$ cat config.mk
export PLATFORM = sky130hd
export DESIGN_NAME = aisDetector
export DESIGN_NICKNAME = d
export VERILOG_FILES = /design/src/rtl/aisPkg.sv /design/src/rtl/aisDatapath.sv /design/src/rtl/aisControl.sv /design/src/rtl/aisDetector.sv
export SDC_FILE = /design/constraint.sdc
export NUM_CORES = 1
export LEC_CHECK = 0
export BUFFER_PORTS_ARGS = -buffer_cell sky130_fd_sc_hd__buf_2
export CORE_MARGIN = 1
export CORE_UTILIZATION = 55
export DETAILED_ROUTE_END_ITERATION = 12
export GPL_TIMING_DRIVEN = 0
export PLACE_DENSITY = 0.75
export SLEW_MARGIN = 20
export SYNTH_ARGS = -nofsm -noshare
export SYNTH_HDL_FRONTEND = slang
export SYNTH_SLANG_ARGS = --single-unit
$ cat constraint.sdc
create_clock -name clk -period 4.4 [get_ports clk]
set_clock_uncertainty 0.2 [all_clocks]
set_input_delay 0.44 -clock clk [delete_from_list [all_inputs] [get_ports clk]]
set_output_delay 0.44 -clock clk [all_outputs]
set_load 0.05 [all_outputs]
$ cat src/rtl/aisPkg.sv
package aisPkg;
  // Strobes sent from the control module to the datapath counters
  typedef struct packed {
    logic windowEnd;  // accepted bit is the last one of the current window
    logic restart;    // mode changed: drop partial window
  } aisCtrlT;
endpackage

$ cat src/rtl/aisDatapath.sv
module aisDatapath
  import aisPkg::*;
#(
  parameter int PERIOD_W    = 18,
  parameter int DENSITY_DIV = 1000
) (
  input  logic                clk,
  input  logic                rstN,
  input  logic                bitValid,
  input  logic                bitIn,
  input  aisCtrlT             ctrl,
  output logic [PERIOD_W-1:0] bitCnt,
  output logic [PERIOD_W-1:0] zeroNext,
  output logic [PERIOD_W-1:0] allowNext
);
  localparam int SUB_W = $clog2(DENSITY_DIV);
  localparam logic [SUB_W-1:0] SUB_LAST = SUB_W'(DENSITY_DIV - 1);

  logic [PERIOD_W-1:0] zeroCnt;
  logic [PERIOD_W-1:0] allowCnt;
  logic [SUB_W-1:0]    subCnt;
  logic                subWrap;

  assign subWrap   = (subCnt == SUB_LAST);
  assign zeroNext  = zeroCnt + PERIOD_W'(bitValid && !bitIn);
  assign allowNext = allowCnt + PERIOD_W'(bitValid && subWrap);

  always_ff @(posedge clk) begin
    if (!rstN || ctrl.restart) begin
      bitCnt   <= '0;
      zeroCnt  <= '0;
      allowCnt <= '0;
      subCnt   <= '0;
    end else if (bitValid) begin
      if (ctrl.windowEnd) begin
        bitCnt   <= '0;
        zeroCnt  <= '0;
        allowCnt <= '0;
        subCnt   <= '0;
      end else begin
        bitCnt   <= bitCnt + 1'b1;
        zeroCnt  <= zeroNext;
        allowCnt <= allowNext;
        subCnt   <= subWrap ? '0 : subCnt + 1'b1;
      end
    end
  end

  // zeros in the current window never exceed bits accepted so far
  p_zero_bound_r7: assert property (@(posedge clk) disable iff (!rstN)
    zeroCnt <= bitCnt);

  // an idle cycle leaves the bit position untouched
  p_idle_hold_r7: assert property (@(posedge clk) disable iff (!rstN)
    (!bitValid && !ctrl.restart) |=> $stable(bitCnt));
endmodule

$ cat src/rtl/aisControl.sv
module aisControl
  import aisPkg::*;
#(
  parameter int PERIOD_W     = 18,
  parameter int E1_WIN       = 512,
  parameter int E1_MAX_ZEROS = 2
) (
  input  logic                clk,
  input  logic                rstN,
  input  logic                bitValid,
  input  logic                modeT1,
  input  logic [PERIOD_W-1:0] t1Period,
  input  logic [PERIOD_W-1:0] bitCnt,
  input  logic [PERIOD_W-1:0] zeroNext,
  input  logic [PERIOD_W-1:0] allowNext,
  output aisCtrlT             ctrl,
  output logic                aisFlag
);
  localparam logic [PERIOD_W-1:0] E1_LEN   = PERIOD_W'(E1_WIN);
  localparam logic [PERIOD_W-1:0] E1_ALLOW = PERIOD_W'(E1_MAX_ZEROS);

  logic                modeQ;
  logic [PERIOD_W-1:0] winLen;
  logic [PERIOD_W-1:0] allowed;
  logic [PERIOD_W:0]   posNext;

  assign winLen  = modeT1 ? t1Period : E1_LEN;
  assign allowed = modeT1 ? allowNext : E1_ALLOW;
  assign posNext = {1'b0, bitCnt} + 1'b1;

  always_comb begin
    ctrl.restart   = (modeT1 != modeQ);
    ctrl.windowEnd = bitValid && !ctrl.restart && (posNext >= {1'b0, winLen});
  end

  always_ff @(posedge clk) begin
    if (!rstN) begin
      modeQ   <= 1'b0;
      aisFlag <= 1'b0;
    end else begin
      modeQ <= modeT1;
      if (ctrl.restart)        aisFlag <= 1'b0;
      else if (ctrl.windowEnd) aisFlag <= (zeroNext <= allowed);
    end
  end

  // flag moves only at a window end or a restart
  p_hold_between_windows_r9: assert property (@(posedge clk) disable iff (!rstN)
    (!ctrl.windowEnd && !ctrl.restart) |=> $stable(aisFlag));

  // a mode change at the port clears the flag next cycle
  p_mode_change_clears_r8: assert property (@(posedge clk) disable iff (!rstN)
    (modeT1 != $past(modeT1)) |=> !aisFlag);

  // an E1 window always ends on its 512th bit
  p_e1_window_length_r2: assert property (@(posedge clk) disable iff (!rstN)
    (ctrl.windowEnd && !modeT1) |-> (bitCnt == E1_LEN - 1'b1));
endmodule

$ cat src/rtl/aisDetector.sv
module aisDetector
  import aisPkg::*;
#(
  parameter int PERIOD_W     = 18,
  parameter int E1_WIN       = 512,
  parameter int E1_MAX_ZEROS = 2,
  parameter int DENSITY_DIV  = 1000
) (
  input  logic                clk,
  input  logic                rstN,
  input  logic                bitValid,
  input  logic                bitIn,
  input  logic                modeT1,
  input  logic [PERIOD_W-1:0] t1Period,
  output logic                aisFlag
);
  aisCtrlT             ctrl;
  logic [PERIOD_W-1:0] bitCnt;
  logic [PERIOD_W-1:0] zeroNext;
  logic [PERIOD_W-1:0] allowNext;

  aisDatapath #(.PERIOD_W(PERIOD_W), .DENSITY_DIV(DENSITY_DIV)) dp (
    .clk(clk), .rstN(rstN), .bitValid(bitValid), .bitIn(bitIn), .ctrl(ctrl),
    .bitCnt(bitCnt), .zeroNext(zeroNext), .allowNext(allowNext)
  );

  aisControl #(.PERIOD_W(PERIOD_W), .E1_WIN(E1_WIN), .E1_MAX_ZEROS(E1_MAX_ZEROS)) ctl (
    .clk(clk), .rstN(rstN), .bitValid(bitValid), .modeT1(modeT1), .t1Period(t1Period),
    .bitCnt(bitCnt), .zeroNext(zeroNext), .allowNext(allowNext),
    .ctrl(ctrl), .aisFlag(aisFlag)
  );
endmodule

==> results of run 1 <==
state kept, by name (all words and copies together), names as in the netlist:
name,flops
ctl.aisFlag,1
ctl.modeQ,1
dp.allowCnt,18
dp.bitCnt,18
dp.subCnt,10
dp.zeroCnt,18
final cells by class:
class	count	area share (%)
Clock inverter	4	1.95
Timing Repair Buffer	23	2.30
Inverter	7	0.525
Clock buffer	12	3.10
Tap cell	102	2.55
Multi-Input combinational cell	452	60.3
Buffer	27	2.87
Sequential cell	66	26.4
metrics by stage:
| step | setup TNS (ps) | util, % | hold slack (ps) | total power [mW] |
|---|---|---|---|---|
| 2_1_floorplan | 0 | - | 232 | 0.668 |
| 6_report | 0 | 64.1 | 191 | 1.34 |
| 5_1_grt | -34.3 | 64.1 | 192 | 1.38 |
| 4_1_cts | 0 | 63.8 | 164 | 1.35 |
| 3_5_place_dp | -88.8 | 60.6 | 254 | 0.703 |
| 3_3_place_gp | -63.6 | 60.6 | 242 | 0.700 |
final timing paths:
check	startpoint	end	slack, ps	depth (start not counted)
min	rstN	ctl.modeQ$_SDFF_PN0_	190	2
max reg2reg	dp.subCnt[0]$_SDFFE_PP0P_	ctl.aisFlag$_SDFFE_PP0P_	260	19
max	dp.subCnt[0]$_SDFFE_PP0P_	ctl.aisFlag$_SDFFE_PP0P_	260	19
min reg2reg	dp.zeroCnt[0]$_SDFFE_PP0P_	dp.zeroCnt[0]$_SDFFE_PP0P_	280	2
where the power goes:
group	switching, mW	total [mW]	internal (mW)
Combinational	0.0596	0.0896	0.0300
Clock	0.241	0.649	0.408
Sequential	0.00239	0.602	0.599
Total	0.303	1.34	1.04
layout by cell type (no fill, tap or decap), types with 10 or more instances in the layout:
cell,instances
clkbuf_1,14
a21oi_1,14
o21ai_0,12
xnor2_1,26
a22o_1,12
and3_1,20
xor2_1,59
and2_1,10
nand4_1,21
dfxtp_1,66
nand3_1,27
clkbuf_8,11
buf_2,30
ha_1,40
nor3_1,10
nor2_1,55
nand2_1,90
per-layer routing:
metal,track usage [%],wire (microns),vias to the layer above
met5,0,0,-
met4,6.64,106,0
met3,4.35,494,12
met2,43.9,4920,86
met1,34.1,5030,1854
li1,-,-,1993
cells by family after synthesis:
logic type      count (synthesis)  share of synthesized area [%]
compound gates                 64                           9.85
xor+xnor                       85                           16.6
fa+ha+maj                      42                           11.7
buf+inv                        35                           3.88
flops                          66                           29.5
simple gates                  261                           28.5
worst max-delay path, delay by kind of cell (launching register included):
kind                       cells  cell delay [ps]
AOI/OAI and AO/OA              3              440
xor gates and xnor gates       1              150
adders and majority gates      4              960
DFF                            1              370
and+or+nand+nor               11             1930
repair_timing:
item,in CTS,in global routing
hold buffers,0,0
endpoints found under the setup margin,1,1
resized for setup,1,8
pin swaps,0,2
==> flow_summary.ini, run 1 <==
[floorplan]
die_area_sq_um = 8520
die_w_microns = 92.3
coreArea_sq_um = 7810
start_util_pct = 57.5
die_h_microns = 92.3
rows = 32
pin_count = 24

[final_layout]
layout.nets = 651
layoutNonFillerInstCount = 693
ff_latch_area_sq_um = 1320
num_antenna_cells = 0
multi_input_area_sq_um = 3020
area_growth_syn_to_layout_pct = 11.6
final_area_sq_um = 5010
drive_gt1_share_pct = 11.0
fillers = 683

[cts]
htree_levels = 3
cts_tree = built
clock-sinks = 66
post-cts-setup-buffers = 0
clk_path_buf_depth = 2
root_buffer = clkbuf_8
path_clk_slew_ps = 70
clock_latency_ps = 340
numCtsBuffers = 9

[grt]
antenna_found_initial = 0
grt_start_max_net_pins = 12
track_usage_pct = 25.9
grt-ovfl-total = 0
grt_pass1_wl_mm = 17.5
first_global_vias = 3758

[place]
place_inst = 678
dp_hpwl_mm = 7.84
portBuffers = 23
place.gp.congestion = 0.855
pre_cts_slack_ps = -88.8
dpl-instance-area_sq_um = 4730

[outcome]
status = complete, no violations

[sta]
hold_violations = 0
setup_viol = 0
period_share_pct = 94.1
finalCriticalPeriod_ps = 4140
fmax_mhz = 241
tightestPinTransition_ps = 661
worst_slack_ps = 259
final_max_slew_viol_count = 0
relSlewSlack_pct = 55.9

[synthesis]
postSynthCellCount = 553
ys_warn_count = 0
synth-async-reset-ratio_pct = 0
syn_nets = 618
synthDistinctLibCells = 45
syn_area_sq_um = 4490
seq_area_frac_synth_pct = 29.5
ys_ff_latch = 66
ys.flop_type = dfxtp_1
synthTopCellsByCount = nand2_1, dfxtp_1, xor2_1
syn_avg_cell_area_sq_um = 8.11
yosysMostFrequentCell = nand2_1
synth_edf_count = 0
synth_top_area_share_pct = 29.5
yosys.area.top_type = dfxtp_1
synth_area_leaders = dfxtp_1, ha_1, xor2_1

[detailed_routing]
vias_per_cell = 5.69
drt-initial-drc-count = 175
drc = 0
drt_pass1_iterations = 4
wl_mm = 10.6
wl_per_cell_microns = 15.2
drtAntennaViolNets = 0
vias = 3945

[critical_path]
critical_path.endpoint_type = flip-flop
path_cells = ha_1 -> nand4_1 -> nor4_2 -> nand2_1 -> nor2_1 -> ha_2 -> ha_2 -> and3_2 -> and4_4 -> and3_2 -> nand3_1 -> xnor2_1 -> nand2_1 -> ha_1 -> nand4_1 -> nor3_2 -> o21ai_0 -> a21oi_1 -> o21ai_0
cp_slowest_cell = dfxtp_1
slowest_delay_ps = 370
crit_type = flip-flop to flip-flop
cp-start-kind = flip-flop
cp_max_fo = 6
cp.required_ps = 4430
arrival_ps = 4170

[min_path]
min_path_type = input port to flip-flop

[power_and_ir_drop]
pwr_density_cell_nw_per_um2 = 268
p_leak_nw = 2.17
ir_drop_uv = 262

[flow_run]
drv_cap = 0
Note: power is estimated with default switching activity, not from simulation.
==> run 2, diff against run 1 <==
--- a/config.mk
+++ b/config.mk
@@ -11,6 +11,7 @@
 export DETAILED_ROUTE_END_ITERATION = 12
 export GPL_TIMING_DRIVEN = 0
 export PLACE_DENSITY = 0.75
+export SETUP_SLACK_MARGIN = 0.4
 export SLEW_MARGIN = 20
 export SYNTH_ARGS = -nofsm -noshare
 export SYNTH_HDL_FRONTEND = slang
==> run 2 against run 1 <==
Net effect:
- utilization grew 1.1 points
- final cell count grew 1.0%
- worst setup slack improved by 50 ps
- critical path type unchanged
- critical endpoint unchanged
- via count is 1.7% higher
==> flow_summary.ini, run 2 (synthesized netlist as in run 1, its figures left out) <==
[final_layout]
final_cell_mix = nand2_1, dfxtp_1, xor2_1
top_regs = dp.allowCnt x18, dp.bitCnt x18, dp.zeroCnt x18
area_growth_syn_to_layout_pct = 13.6
multi_input_area_sq_um = 3060
drive_gt1_share_pct = 12.4
ff_latch_area_sq_um = 1320
layout.nets = 658
final_common_cell = nand2_1
fillers = 668
num_antenna_cells = 0

[critical_path]
cp_num_buf_inv = 1
cp_slowest_cell = dfxtp_1
cp_max_fo = 6
critical_path.endpoint_type = flip-flop
r2r_setup_slack_ps = 310
arrival_ps = 4160
r2r_cells = 20
path_cells = ha_2 -> nand4_1 -> nor4_2 -> nand2_1 -> nor2_1 -> ha_2 -> ha_2 -> and3_4 -> and4_1 -> clkbuf_4 -> and3_4 -> nand3_1 -> xnor2_1 -> nand2_1 -> ha_4 -> nand4_1 -> nor3_4 -> and4_1 -> a21oi_1 -> o21ai_0
r2r-end = ctl.aisFlag$_SDFFE_PP0P_
timing.rr.start = dp.subCnt[1]$_SDFFE_PP0P_
crit_top_cell = ha_2
critical_path.top_delay_family = simple AND/OR/NAND/NOR gates
cp-start-kind = flip-flop
slowest_delay_ps = 350
cp-startpoint = dp.subCnt[1]$_SDFFE_PP0P_
cp.required_ps = 4470
crit_type = flip-flop to flip-flop

[grt]
grt_use_met2_pct = 44.6
use_met1_pct = 34.5
first_global_vias = 3808
grt_pass1_wl_mm = 17.8
grtUsageMet3_pct = 4.43
grt.busiest_layer = met2
grt_start_max_net_pins = 12
track_usage_pct = 26.4
antenna_found_initial = 0
grt-ovfl-total = 0

[floorplan]
die_w_microns = 92.3
die_area_sq_um = 8520
coreArea_sq_um = 7810
start_util_pct = 57.5
pin_count = 24
die_h_microns = 92.3
rows = 32

[cts]
path_clk_slew_ps = 70
clock_latency_ps = 350
clk_path_buf_depth = 2
root_buffer = clkbuf_8
cts_tree = built
cts_hold_buffers = 0
clock-sinks = 66
numCtsBuffers = 9
htree_levels = 3

[detailed_routing]
wl_per_cell_microns = 15.5
vias = 4011
vias_per_cell = 5.73
drtAntennaViolNets = 0
wl_mm = 10.9
drc = 0
drt_pass1_iterations = 4
drt-initial-drc-count = 182

[sta]
period_share_pct = 93.0
fmax_mhz = 244
relSlewSlack_pct = 55.3
setup_viol = 0
tightestPinTransition_ps = 670
worst_slack_ps = 309
finalCriticalPeriod_ps = 4090
hold_violations = 0
final_max_slew_viol_count = 0
rsz0062_at_grt = true

[place]
dp_hpwl_mm = 7.84
pre_cts_slack_ps = -88.8
portBuffers = 23
place.gp.congestion = 0.855

[power_and_ir_drop]
power.internal_mw = 1.04
p_clk_share_pct = 48.4
p_leak_nw = 2.22
combPwrFrac_pct = 6.7
p_seq_share_pct = 44.8
switching_share_pct = 22.7
p_sw_uw = 305
totalPowerFinal_mw = 1.34
pwr_density_cell_nw_per_um2 = 263
ir_drop_uv = 261

[min_path]
min_to = ctl.modeQ$_SDFF_PN0_
hold_depth = 2
hp-start = rstN
min_path_type = input port to flip-flop

[flow_run]
drv_cap = 0

[outcome]
status = complete, no violations
==> run 2: changes by cell type in the layout (fill, tap and decap cells not counted), moves of 2 or more <==
| cell | change |
|---|---|
| buf_4 | +6 |
| and3_2 | -2 |
| and3_4 | +2 |
| ha_1 | -2 |
==> run 2: routing by layer <==
layer | vias up | wire (microns) | part of all wire [%]
met5 | - | 0 | 0
met3 | 16 | 399 | 3.7
met2 | 84 | 5040 | 46
met1 | 1904 | 5270 | 48
li1 | 2007 | - | -
met4 | 0 | 170 | 1.6
==> run 2: power groups by stage <==
| stage | clock (mW) | sequential [mW] | combinational, mW |
|---|---|---|---|
| 2_1_floorplan | 0 | 0.615 | 0.0531 |
| 3_3_place_gp | 0 | 0.615 | 0.0849 |
| 3_5_place_dp | 0 | 0.616 | 0.0877 |
| 4_1_cts | 0.658 | 0.602 | 0.0888 |
| 5_1_grt | 0.684 | 0.602 | 0.0986 |
| 6_report | 0.651 | 0.602 | 0.0902 |
==> run 2: worst max-delay path by stage <==
stage | endpoint | slack (ps) | cells past startpoint
2_1_floorplan | ctl.aisFlag$_SDFFE_PP0P_ | 610 | 20
5_1_grt | ctl.aisFlag$_SDFFE_PP0P_ | 80 | 20
3_5_place_dp | ctl.aisFlag$_SDFFE_PP0P_ | -90 | 20
6_report | ctl.aisFlag$_SDFFE_PP0P_ | 310 | 20
4_1_cts | ctl.aisFlag$_SDFFE_PP0P_ | 410 | 20
3_3_place_gp | ctl.aisFlag$_SDFFE_PP0P_ | -60 | 20
==> run 2: through the flow <==
step           hold slack (ps)  cells  area [sq um]  TNS, ps  utilization, %
2_1_floorplan              232    553          4490        0               -
3_3_place_gp               242    678          4730    -63.6            60.6
5_1_grt                    192    700          5100        0            65.3
4_1_cts                    164    694          5040        0            64.5
3_5_place_dp               254    678          4730    -88.8            60.6
6_report                   186    700          5100        0            65.3
==> run 2: layout make-up <==
type | count | area share, %
clock buffer | 12 | 3.04
clock inverter | 4 | 1.92
buffer | 28 | 2.97
tap | 102 | 2.50
sequential | 66 | 26.0
inverter | 7 | 0.516
timing repair buffer | 29 | 3.14
multi-input combinational | 452 | 60.0
==> run 2: timing repair <==
action	CTS	global route
pin swaps	7	2
setup endpoints to repair	1	63
resized for setup	12	2
buffers inserted	0	6
